`config.mk`:
```
export PLATFORM = sky130hd
export DESIGN_NAME = ubt_transceiver
export DESIGN_NICKNAME = d
export VERILOG_FILES = /design/src/rtl/ubt_pkg.sv /design/src/rtl/ubt_control.sv /design/src/rtl/ubt_path.sv /design/src/rtl/ubt_datapath.sv /design/src/rtl/ubt_transceiver.sv
export SDC_FILE = /design/constraint.sdc
export NUM_CORES = 1
export LEC_CHECK = 0
export BUFFER_PORTS_ARGS = -buffer_cell sky130_fd_sc_hd__buf_2
export CORE_ASPECT_RATIO = 1.2
export CORE_MARGIN = 2
export CORE_UTILIZATION = 50
export DETAILED_ROUTE_END_ITERATION = 8
export HOLD_SLACK_MARGIN = 0.1
export PLACE_DENSITY = 0.83
export SLEW_MARGIN = 20
export SYNTH_ARGS = -nofsm -noshare
export SYNTH_HDL_FRONTEND = slang
export SYNTH_HIERARCHICAL = 1
export SYNTH_SLANG_ARGS = --single-unit
export TNS_END_PERCENT = 1
```
`constraint.sdc`:
```
create_clock -name clk -period 1.7 [get_ports clk]
set_clock_uncertainty 0.2 [all_clocks]
set_input_delay 0.17 -clock clk [delete_from_list [all_inputs] [get_ports clk]]
set_output_delay 0.17 -clock clk [all_outputs]
set_load 0.01 [all_outputs]
```
`src/rtl/ubt_pkg.sv`:
```
package ubt_pkg;

  // strobes for one direction of one section
  typedef struct packed {
    logic pass;   // bypass storage, output follows input
    logic load;   // storage takes the input at this clock edge
    logic drive;  // output is enabled
  } pathStrobeT;

  typedef struct packed {
    pathStrobeT ab;
    pathStrobeT ba;
  } sectStrobeT;

endpackage

```
`src/rtl/ubt_control.sv`:
```
module ubt_control
  import ubt_pkg::*;
#(
  parameter int SECTIONS = 2
) (
  input  logic                           clk,
  input  logic                           rstN,
  input  logic [SECTIONS-1:0]            abEnable,
  input  logic [SECTIONS-1:0]            baEnableN,
  input  logic [SECTIONS-1:0]            abLatchOpen,
  input  logic [SECTIONS-1:0]            baLatchOpen,
  input  logic [SECTIONS-1:0]            abCapture,
  input  logic [SECTIONS-1:0]            baCapture,
  output sectStrobeT [SECTIONS-1:0]      strobe,
  output logic [SECTIONS-1:0]            contention
);

  // capture control levels seen at the previous clock edge
  logic [SECTIONS-1:0] abCapPrev;
  logic [SECTIONS-1:0] baCapPrev;

  always_ff @(posedge clk or negedge rstN) begin
    if (!rstN) begin
      abCapPrev <= '0;
      baCapPrev <= '0;
    end else begin
      abCapPrev <= abCapture;
      baCapPrev <= baCapture;
    end
  end

  always_comb begin
    for (int s = 0; s < SECTIONS; s++) begin
      strobe[s].ab.pass  = abLatchOpen[s];
      strobe[s].ab.load  = abLatchOpen[s] | (abCapPrev[s] & ~abCapture[s]);
      strobe[s].ab.drive = abEnable[s];
      strobe[s].ba.pass  = baLatchOpen[s];
      strobe[s].ba.load  = baLatchOpen[s] | (baCapPrev[s] & ~baCapture[s]);
      strobe[s].ba.drive = ~baEnableN[s];
    end
  end

  assign contention = abEnable & ~baEnableN;

endmodule

```
`src/rtl/ubt_path.sv`:
```
module ubt_path
  import ubt_pkg::*;
#(
  parameter int WIDTH = 18
) (
  input  logic             clk,
  input  logic             rstN,
  input  pathStrobeT       strb,
  input  logic [WIDTH-1:0] din,
  output logic [WIDTH-1:0] dout,
  output logic             drive
);

  logic [WIDTH-1:0] held;

  always_ff @(posedge clk or negedge rstN) begin
    if (!rstN)          held <= '0;
    else if (strb.load) held <= din;
  end

  assign dout  = strb.drive ? (strb.pass ? din : held) : '0;
  assign drive = strb.drive;

endmodule

```
`src/rtl/ubt_datapath.sv`:
```
module ubt_datapath
  import ubt_pkg::*;
#(
  parameter int SECTIONS = 2,
  parameter int WIDTH    = 18,
  localparam int TOTAL   = SECTIONS * WIDTH
) (
  input  logic                      clk,
  input  logic                      rstN,
  input  sectStrobeT [SECTIONS-1:0] strobe,
  input  logic [TOTAL-1:0]          aIn,
  input  logic [TOTAL-1:0]          bIn,
  output logic [TOTAL-1:0]          aOut,
  output logic [TOTAL-1:0]          bOut,
  output logic [SECTIONS-1:0]       aDrive,
  output logic [SECTIONS-1:0]       bDrive
);

  for (genvar s = 0; s < SECTIONS; s++) begin : g_sect
    ubt_path #(.WIDTH(WIDTH)) abPath_i (
      .clk   (clk),
      .rstN  (rstN),
      .strb  (strobe[s].ab),
      .din   (aIn[s*WIDTH +: WIDTH]),
      .dout  (bOut[s*WIDTH +: WIDTH]),
      .drive (bDrive[s])
    );
    ubt_path #(.WIDTH(WIDTH)) baPath_i (
      .clk   (clk),
      .rstN  (rstN),
      .strb  (strobe[s].ba),
      .din   (bIn[s*WIDTH +: WIDTH]),
      .dout  (aOut[s*WIDTH +: WIDTH]),
      .drive (aDrive[s])
    );
  end

endmodule

```
`src/rtl/ubt_transceiver.sv`:
```
module ubt_transceiver
  import ubt_pkg::*;
#(
  parameter int SECTIONS = 2,
  parameter int WIDTH    = 18,
  localparam int TOTAL   = SECTIONS * WIDTH
) (
  input  logic                clk,
  input  logic                rstN,
  input  logic [SECTIONS-1:0] abEnable,
  input  logic [SECTIONS-1:0] baEnableN,
  input  logic [SECTIONS-1:0] abLatchOpen,
  input  logic [SECTIONS-1:0] baLatchOpen,
  input  logic [SECTIONS-1:0] abCapture,
  input  logic [SECTIONS-1:0] baCapture,
  input  logic [TOTAL-1:0]    aIn,
  input  logic [TOTAL-1:0]    bIn,
  output logic [TOTAL-1:0]    aOut,
  output logic [TOTAL-1:0]    bOut,
  output logic [SECTIONS-1:0] aDrive,
  output logic [SECTIONS-1:0] bDrive,
  output logic [SECTIONS-1:0] contention
);

  sectStrobeT [SECTIONS-1:0] strobe;

  ubt_control #(.SECTIONS(SECTIONS)) control_i (
    .clk         (clk),
    .rstN        (rstN),
    .abEnable    (abEnable),
    .baEnableN   (baEnableN),
    .abLatchOpen (abLatchOpen),
    .baLatchOpen (baLatchOpen),
    .abCapture   (abCapture),
    .baCapture   (baCapture),
    .strobe      (strobe),
    .contention  (contention)
  );

  ubt_datapath #(.SECTIONS(SECTIONS), .WIDTH(WIDTH)) datapath_i (
    .clk    (clk),
    .rstN   (rstN),
    .strobe (strobe),
    .aIn    (aIn),
    .bIn    (bIn),
    .aOut   (aOut),
    .bOut   (bOut),
    .aDrive (aDrive),
    .bDrive (bDrive)
  );

endmodule

```
==> results of run 1 <==
## layer usage
metal  vias to the layer above  GRT usage  routed length (um)
met5                         -          0                   0
met2                       129     0.4060                5556
met1                      1658     0.2746                4467
met4                         0    0.05934                 119
met3                        14    0.05130                 627
li1                       1604          -                   -
## layout by cell type, fill, tap and decap left out, drive strengths merged
cell and instances:
a21o 4, buf 177, clkbuf 10, clkinvlp 4
dfrtp 76, dlygate4sd3 78, inv 8, mux2 72
mux2i 72, nor2b 74
## cell type report
cell class	instances	share of cell area
tap	117	0.02369
inverter	6	0.003645
multi-input combinational	222	0.3520
clock inverter	6	0.007695
sequential	76	0.3078
timing repair buffer	255	0.2845
clock buffer	10	0.02066
## sequential cells by signal, indices dropped and copies added, names as in the netlist
register and count:
control_i/abCapPrev 2, datapath_i/g_sect.abPath_i/held 36, datapath_i/g_sect.baPath_i/held 36, control_i/baCapPrev 2
## worst paths after layout
kind / to / slack (ps)
worst min-delay path: datapath_i/g_sect[1].abPath_i/held[9]$_DFFE_PN0P_ / 150
worst min register to register: datapath_i/g_sect[1].baPath_i/held[1]$_DFFE_PN0P_ / 310
max in group asynchronous: datapath_i/g_sect[1].baPath_i/held[6]$_DFFE_PN0P_ / 180
worst max register to register: datapath_i/g_sect[1].abPath_i/held[1]$_DFFE_PN0P_ / 260
min in group asynchronous: datapath_i/g_sect[0].abPath_i/held[10]$_DFFE_PN0P_ / 580
worst max-delay path: datapath_i/g_sect[0].baPath_i/held[16]$_DFFE_PN0P_ / 60
## what timing repair did
| item | CTS | global route |
|---|---|---|
| hold buffers | 78 | 0 |
| gates resized for setup | 0 | 1 |
| setup buffers | 0 | 0 |
| hold endpoints to repair | 152 | 0 |
| endpoints found under the setup margin | 0 | 18 |
## power by group
part	leakage, nW	internal, W	switching (W)
sequential	0.887	0.00198	0.000100
combinational	2.23	0.000684	0.000508
clock	0.0755	0.000540	0.000689
total	3.19	0.00321	0.00130
## per-stage QoR
| stage | setup slack [ps] | hold WS, ps | util | instances | instance area [um2] |
|---|---|---|---|---|---|
| floorplan | 327.1 | -325.6 | - | 334 | 4439 |
| global placement | 298.1 | -97.53 | 0.6061 | 598 | 5219 |
| detailed placement | 259.5 | -93.91 | 0.6061 | 598 | 5219 |
| CTS | 70.75 | 126.3 | 0.7171 | 692 | 6175 |
| global route | 0.7661 | 187.9 | 0.7175 | 692 | 6178 |
| finish | 60.21 | 149.5 | 0.7175 | 692 | 6178 |
## worst reg2reg max path, cell delays in order, from the launching register on
cell,delay (ps)
sky130_fd_sc_hd__dfrtp_1,340
sky130_fd_sc_hd__a21o_1,220
sky130_fd_sc_hd__buf_4,220
sky130_fd_sc_hd__mux2_2,350
## cell families after synthesis
family,synth area share
multiplexers,0.3788
flip-flops,0.4284
AND/OR/NAND/NOR,0.1043
buffers and inverters,0.08173
AO/OA/AOI/OAI,0.006765
==> out/results.env, run 1 <==
SYNTHDISTINCTLIBCELLS=11
WIRE_PER_INST_UM=15.56
GLOBAL_ROUTE.OVERFLOW_TOTAL=0
LAYOUT_MIN_CYCLE_TIME_PS=1640
CTS_TREE='built'
INSERTEDDIODECOUNT=0
PIN_COUNT_OF_THE_BIGGEST_NET_ENTERING_GLOBAL_ROUTING=34
NUM_IO_PINS=164
WORST-R2R-CELL-COUNT=3
DRIVE_ABOVE_1_SHARE=0.4591
CLK-INSERTION-DELAY-LATE_PS=340
VIAS=3405
TIMING.HOLD.WORST_PATH_DEPTH=3
ANT_NETS=0
CHIPHEIGHT_UM=107.2
REMAINING_DRC_ERRORS=0
TOTALWIRELENGTH_UM=10770
SYNTHARSTFLOPSHARE=1.000
FINISH.NET_COUNT=656
CLOCKROOTBUFFER='sky130_fd_sc_hd__clkbuf_8'
IR_WORST_VDD_mV=0.5029
TIGHTEST_SLEW_PS=475.3
INITIAL_CELL_DENSITY_OF_THE_CORE=0.5155
MULTIINPUTGATEAREA_MM2=0.002175
TIMING.CRITICAL_PATH.FROM_TYPE='input pin'
DIE-WIDTH_UM=90.02
REPORT.FINAL.SLEW_VIOL_COUNT=0
POST_ROUTE_FRACTION_OF_THE_PERIOD_CONSUMED_BY_THE_CRITICAL_PATH=0.9646
POST-SYNTH-TOP-COUNT-CELL='sky130_fd_sc_hd__dfrtp_1'
SYNTH_SEQ_AREA_SHARE=0.4284
POST-DP-HPWL_UM=6669
GRT_SETUP_UNREPAIRED='no'
WORST_HOLD_PATH_TYPE='in -> reg'
GRT_PASS1_VIAS=3581
GRT_PASS1_WL_UM=17690
POWER_W=0.004505
PLACEMENT_ROWS=37
SYNTH_FLOP_CELL='sky130_fd_sc_hd__dfrtp_1'
FINAL-SETUP-VIOL-COUNT=0
WORST_EP_REQUIRED_TIME_PS=1720
CLOCK_SINK_COUNT=76
GRT_ANTENNA_BEFORE_REPAIR=0
MAXCAP_VIOLATIONS=0
SYNTH_NETS=420
LEAKAGE_nW=3.192
HOLD_VIOLATIONS=0
SYNTH_SEQ_CELLS=76
SYNTHTOPCELLSBYCOUNT='76 x sky130_fd_sc_hd__dfrtp_1, 74 x sky130_fd_sc_hd__nor2b_1, 72 x sky130_fd_sc_hd__mux2i_1'
FLOORPLAN.CORE_AREA_MM2=0.008611
PATH_CLK_SLEW_PS=80
BIGGEST_AREA_CONTRIBUTORS_IN_THE_SYNTHESIZED_NETLIST='sky130_fd_sc_hd__dfrtp_1 43%, sky130_fd_sc_hd__mux2i_1 16%, sky130_fd_sc_hd__mux2_4 14%'
PORT_BUFFER_COUNT=163
NUMCTSBUFFERS=9
SYN-INSTANCE-COUNT=334
CRIT_BUF_INV=4
CRITPATHCAPTURETYPE='register'
SYNTH.LARGEST_AREA_CELL='sky130_fd_sc_hd__dfrtp_1'
WORST-SETUP-PATH-TYPE='in -> reg'
SYNTH-EDFF-COUNT=0
DRT_ITER0_MARKERS=88
TIMING.SETUP.TNS_PS=0
MAX-CLOCK-PATH-BUFFERS=2
DRT_PASS1_ITERATIONS=4
GRT.TOTAL_USAGE=0.2260
COMBINED_FLIP_FLOP_AND_LATCH_CELL_AREA_MM2=0.001902
NETLIST_AREA_MM2=0.004439
MAX_FREQ_GHz=0.6098
CRIT_PATH_START='baCapture[0]'
CRITICAL_PATH_DEPTH=6
CP.ARRIVAL_PS=1660
GPL.FINAL_WEIGHTED_CONGESTION=0.7455
MIN_FROM='abLatchOpen[1]'
CRITICAL_PATH.MAX_STAGE_DELAY_PS=540
CRITICAL_PATH.CELL_CHAIN='dlygate4sd3_1, buf_2, inv_1, a21o_1, buf_12, mux2_2'
DIE_AREA_MM2=0.009651
SLEW_HEADROOM=0.6828
FILLCELLCOUNT=588
SLOWEST_STAGE='sky130_fd_sc_hd__dlygate4sd3_1'
VIAS_PER_CELL=4.921
SYNTH_WARNINGS=6
CRITICAL_PATH.MAX_FANOUT=15
POWERDENSITY_mW_PER_MM2=729.1
POST-SYNTH-TOP-AREA-FRACTION=0.4284
SYN_AREA_PER_CELL_UM2=13.29
HTREEDEPTH=3
STATUS='finished, final reports clean'
AREAGROWTHSYNTHTOFINISH_PCT=39.18
REG2REG_FROM='control_i/abCapPrev[1]$_DFF_PN0_'
CRITICAL_PATH.TOP_DELAY_FAMILY='buffers and inverters'
No activity file was read; power rests on OpenSTA's default activity.
==> inputs of run 2 (changes only) <==
--- a/config.mk
+++ b/config.mk
@@ -7,14 +7,12 @@
 export LEC_CHECK = 0
 export BUFFER_PORTS_ARGS = -buffer_cell sky130_fd_sc_hd__buf_2
 export CORE_ASPECT_RATIO = 1.2
-export CORE_MARGIN = 2
-export CORE_UTILIZATION = 50
+export CORE_UTILIZATION = 49
 export DETAILED_ROUTE_END_ITERATION = 8
 export HOLD_SLACK_MARGIN = 0.1
-export PLACE_DENSITY = 0.83
+export PLACE_DENSITY = 0.82
 export SLEW_MARGIN = 20
 export SYNTH_ARGS = -nofsm -noshare
 export SYNTH_HDL_FRONTEND = slang
-export SYNTH_HIERARCHICAL = 1
 export SYNTH_SLANG_ARGS = --single-unit
 export TNS_END_PERCENT = 1
==> out/results.env, run 2 <==
HTREEDEPTH=3  # unchanged
GPL.FINAL_WEIGHTED_CONGESTION=0.7847  # was 0.7455
FINALWORSTSETUPSLACK_PS=74.55  # was 60.21 ps
NUM_IO_PINS=164  # unchanged
MOST-COMMON-LAYOUT-CELLS='162 x sky130_fd_sc_hd__buf_2, 77 x sky130_fd_sc_hd__dlygate4sd3_1, 76 x sky130_fd_sc_hd__dfrtp_1'  # was 162 x sky130_fd_sc_hd__buf_2, 78 x sky130_fd_sc_hd__dlygate4sd3_1, 76 x sky130_fd_sc_hd__dfrtp_1
SYNTH-EDFF-COUNT=0  # unchanged
TOTALWIRELENGTH_UM=10590  # was 10770 um
FINALNONFILLERCELLS=687  # was 692
POST-SYNTH-TOP-COUNT-CELL='sky130_fd_sc_hd__dfrtp_1'  # unchanged
POST_ROUTE_FRACTION_OF_THE_PERIOD_CONSUMED_BY_THE_CRITICAL_PATH=0.9561  # was 0.9646
PORT_BUFFER_COUNT=163  # unchanged
CP.ARRIVAL_PS=1260  # was 1660 ps
WORST-R2R-SETUP-SLACK_PS=250  # was 260 ps
STATUS='finished, final reports clean'  # unchanged
REPORT.FINAL.SLEW_VIOL_COUNT=0  # unchanged
FINAL-SETUP-VIOL-COUNT=0  # unchanged
CRITICAL_PATH.MOST_COMMON_CELL='sky130_fd_sc_hd__buf_2'
WIRE_PER_INST_UM=15.41  # was 15.56 um
POST-SYNTH-TOP-AREA-FRACTION=0.4473  # was 0.4284
POWERDENSITY_mW_PER_MM2=761.2  # was 729.1 mW/mm2
BIGGEST_AREA_CONTRIBUTORS_IN_THE_SYNTHESIZED_NETLIST='sky130_fd_sc_hd__dfrtp_1 45%, sky130_fd_sc_hd__mux2i_1 17%, sky130_fd_sc_hd__mux2_4 14%'  # was sky130_fd_sc_hd__dfrtp_1 43%, sky130_fd_sc_hd__mux2i_1 16%, sky130_fd_sc_hd__mux2_4 14%
SYNTHTOPCELLSBYCOUNT='76 x sky130_fd_sc_hd__dfrtp_1, 72 x sky130_fd_sc_hd__mux2i_1, 40 x sky130_fd_sc_hd__mux2_4'  # was 76 x sky130_fd_sc_hd__dfrtp_1, 74 x sky130_fd_sc_hd__nor2b_1, 72 x sky130_fd_sc_hd__mux2i_1
CLOCKROOTBUFFER='sky130_fd_sc_hd__clkbuf_8'  # unchanged
INSERTEDDIODECOUNT=0  # unchanged
CLOCK_SINK_COUNT=76  # unchanged
CRITICAL_PATH.CELL_CHAIN='dlygate4sd3_1, buf_2, mux2i_1, nor2_1, buf_2'  # was dlygate4sd3_1, buf_2, inv_1, a21o_1, buf_12, mux2_2
NETLIST_AREA_MM2=0.004252  # was 0.004439 mm2
PLACEMENT_ROWS=36  # was 37
CRITICAL_PATH.MAX_STAGE_DELAY_PS=550  # was 540 ps
FINISH.NET_COUNT=654  # was 656
ANT_NETS=0  # unchanged
DRT_PASS1_ITERATIONS=4  # unchanged
CRIT_PATH_START='bIn[28]'  # was baCapture[0]
LEAKAGE_nW=3.168  # was 3.192 nW
SYN-INSTANCE-COUNT=326  # was 334
MOSTFREQUENTLAYOUTCELL='sky130_fd_sc_hd__buf_2'  # unchanged
CRITPATHCAPTURETYPE='primary output'  # was register
GRT_SETUP_UNREPAIRED='no'  # unchanged
SLEW_HEADROOM=0.7369  # was 0.6828
LAYOUT_TOP_REGISTERS='datapath_i.g_sect.abPath_i.held (36), datapath_i.g_sect.baPath_i.held (36)'  # was datapath_i/g_sect.abPath_i/held (36), datapath_i/g_sect.baPath_i/held (36)
WORST_HOLD_PATH_TYPE='in -> async'  # was in -> reg
CRITICAL_PATH.MAX_FANOUT=2  # was 15
GLOBAL_ROUTE.OVERFLOW_TOTAL=0  # unchanged
CTS_SETUP_BUFFERS=0  # unchanged
WORST-R2R-CELL-COUNT=3  # unchanged
PIN_COUNT_OF_THE_BIGGEST_NET_ENTERING_GLOBAL_ROUTING=77  # was 34
CHIPHEIGHT_UM=104.0  # was 107.2 um
CLK-INSERTION-DELAY-LATE_PS=340  # about the same
DRT_ITER0_MARKERS=94  # was 88
GRT_ANTENNA_BEFORE_REPAIR=0  # unchanged
WORST-SETUP-PATH-TYPE='in -> out'  # was in -> reg
TIGHTEST_SLEW_PS=394.7  # was 475.3 ps
SYNTHDISTINCTLIBCELLS=12  # was 11
SYNTH_WARNINGS=0  # was 6
AREAGROWTHSYNTHTOFINISH_PCT=44.35  # was 39.18%
SYNTHARSTFLOPSHARE=1.000  # unchanged
HOLD_VIOLATIONS=0  # unchanged
FLOORPLAN.CORE_AREA_MM2=0.008288  # was 0.008611 mm2
MAX-CLOCK-PATH-BUFFERS=2  # unchanged
CTS_TREE='built'  # unchanged
VIAS=3342  # was 3405
PATH_CLK_SLEW_PS=70  # was 80 ps
SYN_AREA_PER_CELL_UM2=13.04  # was 13.29 um2
IR_WORST_VDD_mV=0.5199  # was 0.5029 mV
VIAS_PER_CELL=4.865  # was 4.921
PLACEMENT.SETUP.WORST_SLACK_PS=184.6  # was 259.5 ps
SYNTH_FLOP_CELL='sky130_fd_sc_hd__dfrtp_1'  # unchanged
R2R-END='datapath_i.g_sect[0].baPath_i.held[17]$_DFFE_PN0P_'  # was datapath_i/g_sect[1].abPath_i/held[1]$_DFFE_PN0P_
SYNTH_SEQ_CELLS=76  # unchanged
SYNTH_SEQ_AREA_SHARE=0.4473  # was 0.4284
GRT_PASS1_WL_UM=17220  # was 17690 um
MAXCAP_VIOLATIONS=0  # unchanged
SYNTH.LARGEST_AREA_CELL='sky130_fd_sc_hd__dfrtp_1'  # unchanged
REG2REG_FROM='control_i.baCapPrev[0]$_DFF_PN0_'  # was control_i/abCapPrev[1]$_DFF_PN0_
TIMING.CRITICAL_PATH.FROM_TYPE='input pin'  # unchanged
WORST_EP_REQUIRED_TIME_PS=1330  # was 1720 ps
POST-DP-HPWL_UM=6531  # was 6669 um
DIE_AREA_MM2=0.009055  # was 0.009651 mm2
SYNTH_NETS=412  # was 420
REMAINING_DRC_ERRORS=0  # unchanged
DRIVE_ABOVE_1_SHARE=0.4677  # was 0.4591
NUMCTSBUFFERS=9  # unchanged
SLOWEST_STAGE='sky130_fd_sc_hd__dlygate4sd3_1'  # unchanged
TIMING.SETUP.TNS_PS=0  # unchanged
DIE-WIDTH_UM=87.03  # was 90.02 um
DPL.CELL_COUNT=594  # was 598
MAX_FREQ_GHz=0.6152  # was 0.6098 GHz
LAYOUT_MIN_CYCLE_TIME_PS=1625  # was 1640 ps
GRT.TOTAL_USAGE=0.2429  # was 0.2260
GRT_PASS1_VIAS=3727  # was 3581
INITIAL_CELL_DENSITY_OF_THE_CORE=0.5130  # was 0.5155
run 2: power breakdown:
part / total [W] / switching (W) / internal [W]
combinational: 0.00118 / 0.000504 / 0.000672
clock: 0.00141 / 0.000665 / 0.000749
sequential: 0.00208 / 0.0000977 / 0.00198
total: 0.00467 / 0.00127 / 0.00341
run 2: metrics by stage:
| stage | total power, W | utilization | area (um2) | hold WS [ps] |
|---|---|---|---|---|
| 2_1_floorplan | 0.002756 | - | 4252 | -325.6 |
| 3_3_place_gp | 0.003100 | 0.6232 | 5165 | 16.27 |
| 3_5_place_dp | 0.003140 | 0.6232 | 5165 | 20.90 |
| 4_1_cts | 0.004691 | 0.7405 | 6137 | 189.9 |
| 5_1_grt | 0.004907 | 0.7405 | 6137 | 220.4 |
| 6_report | 0.004672 | 0.7405 | 6137 | 193.4 |
run 2: worst max-delay path by stage:
stage                                                         endpoint  slack (ps)  cells past startpoint
floorplan           datapath_i.g_sect[0].abPath_i.held[10]$_DFFE_PN0P_         260                      3
global placement                                              bOut[31]         240                      5
detailed placement                                            bOut[29]         180                      5
CTS                                                           aOut[27]         100                      5
global route                                                  aOut[28]          10                      5
finish                                                        aOut[28]          70                      5
run 2: worst max-delay path, delay by kind of cell:
| family | cells | cell delay [ps] |
|---|---|---|
| buffers and inverters | 3 | 840 |
| muxes | 1 | 180 |
| and+or+nand+nor | 1 | 60 |
run 2: metal layers:
metal / part of all wire / global-route usage
met1: 0.39 / 0.2680
met2: 0.54 / 0.4460
met3: 0.044 / 0.04683
met4: 0.023 / 0.09762
met5: 0 / 0
run 2: timing repair:
item                                    4_1_cts  5_1_grt
gates resized for setup                       0        0
endpoints found under the setup margin        0        0
hold buffers                                 77        0
hold endpoints to repair                    152        0
run 2: final cells by class:
cell class	instances	area, um2
Clock inverter	5	50.05
Multi-Input combinational cell	222	2120
Inverter	6	22.52
Sequential cell	76	1902
Timing Repair Buffer	253	1749
Tap cell	114	142.6
Clock buffer	11	151.4
Fill cell	560	2151
run 2: cells by family after synthesis:
group           count (synthesis)  share of synthesized area
mux                           144                     0.3955
flops                          76                     0.4473
simple gates                   74                    0.08770
buf+inv                        28                    0.05415
compound gates                  4                    0.01530
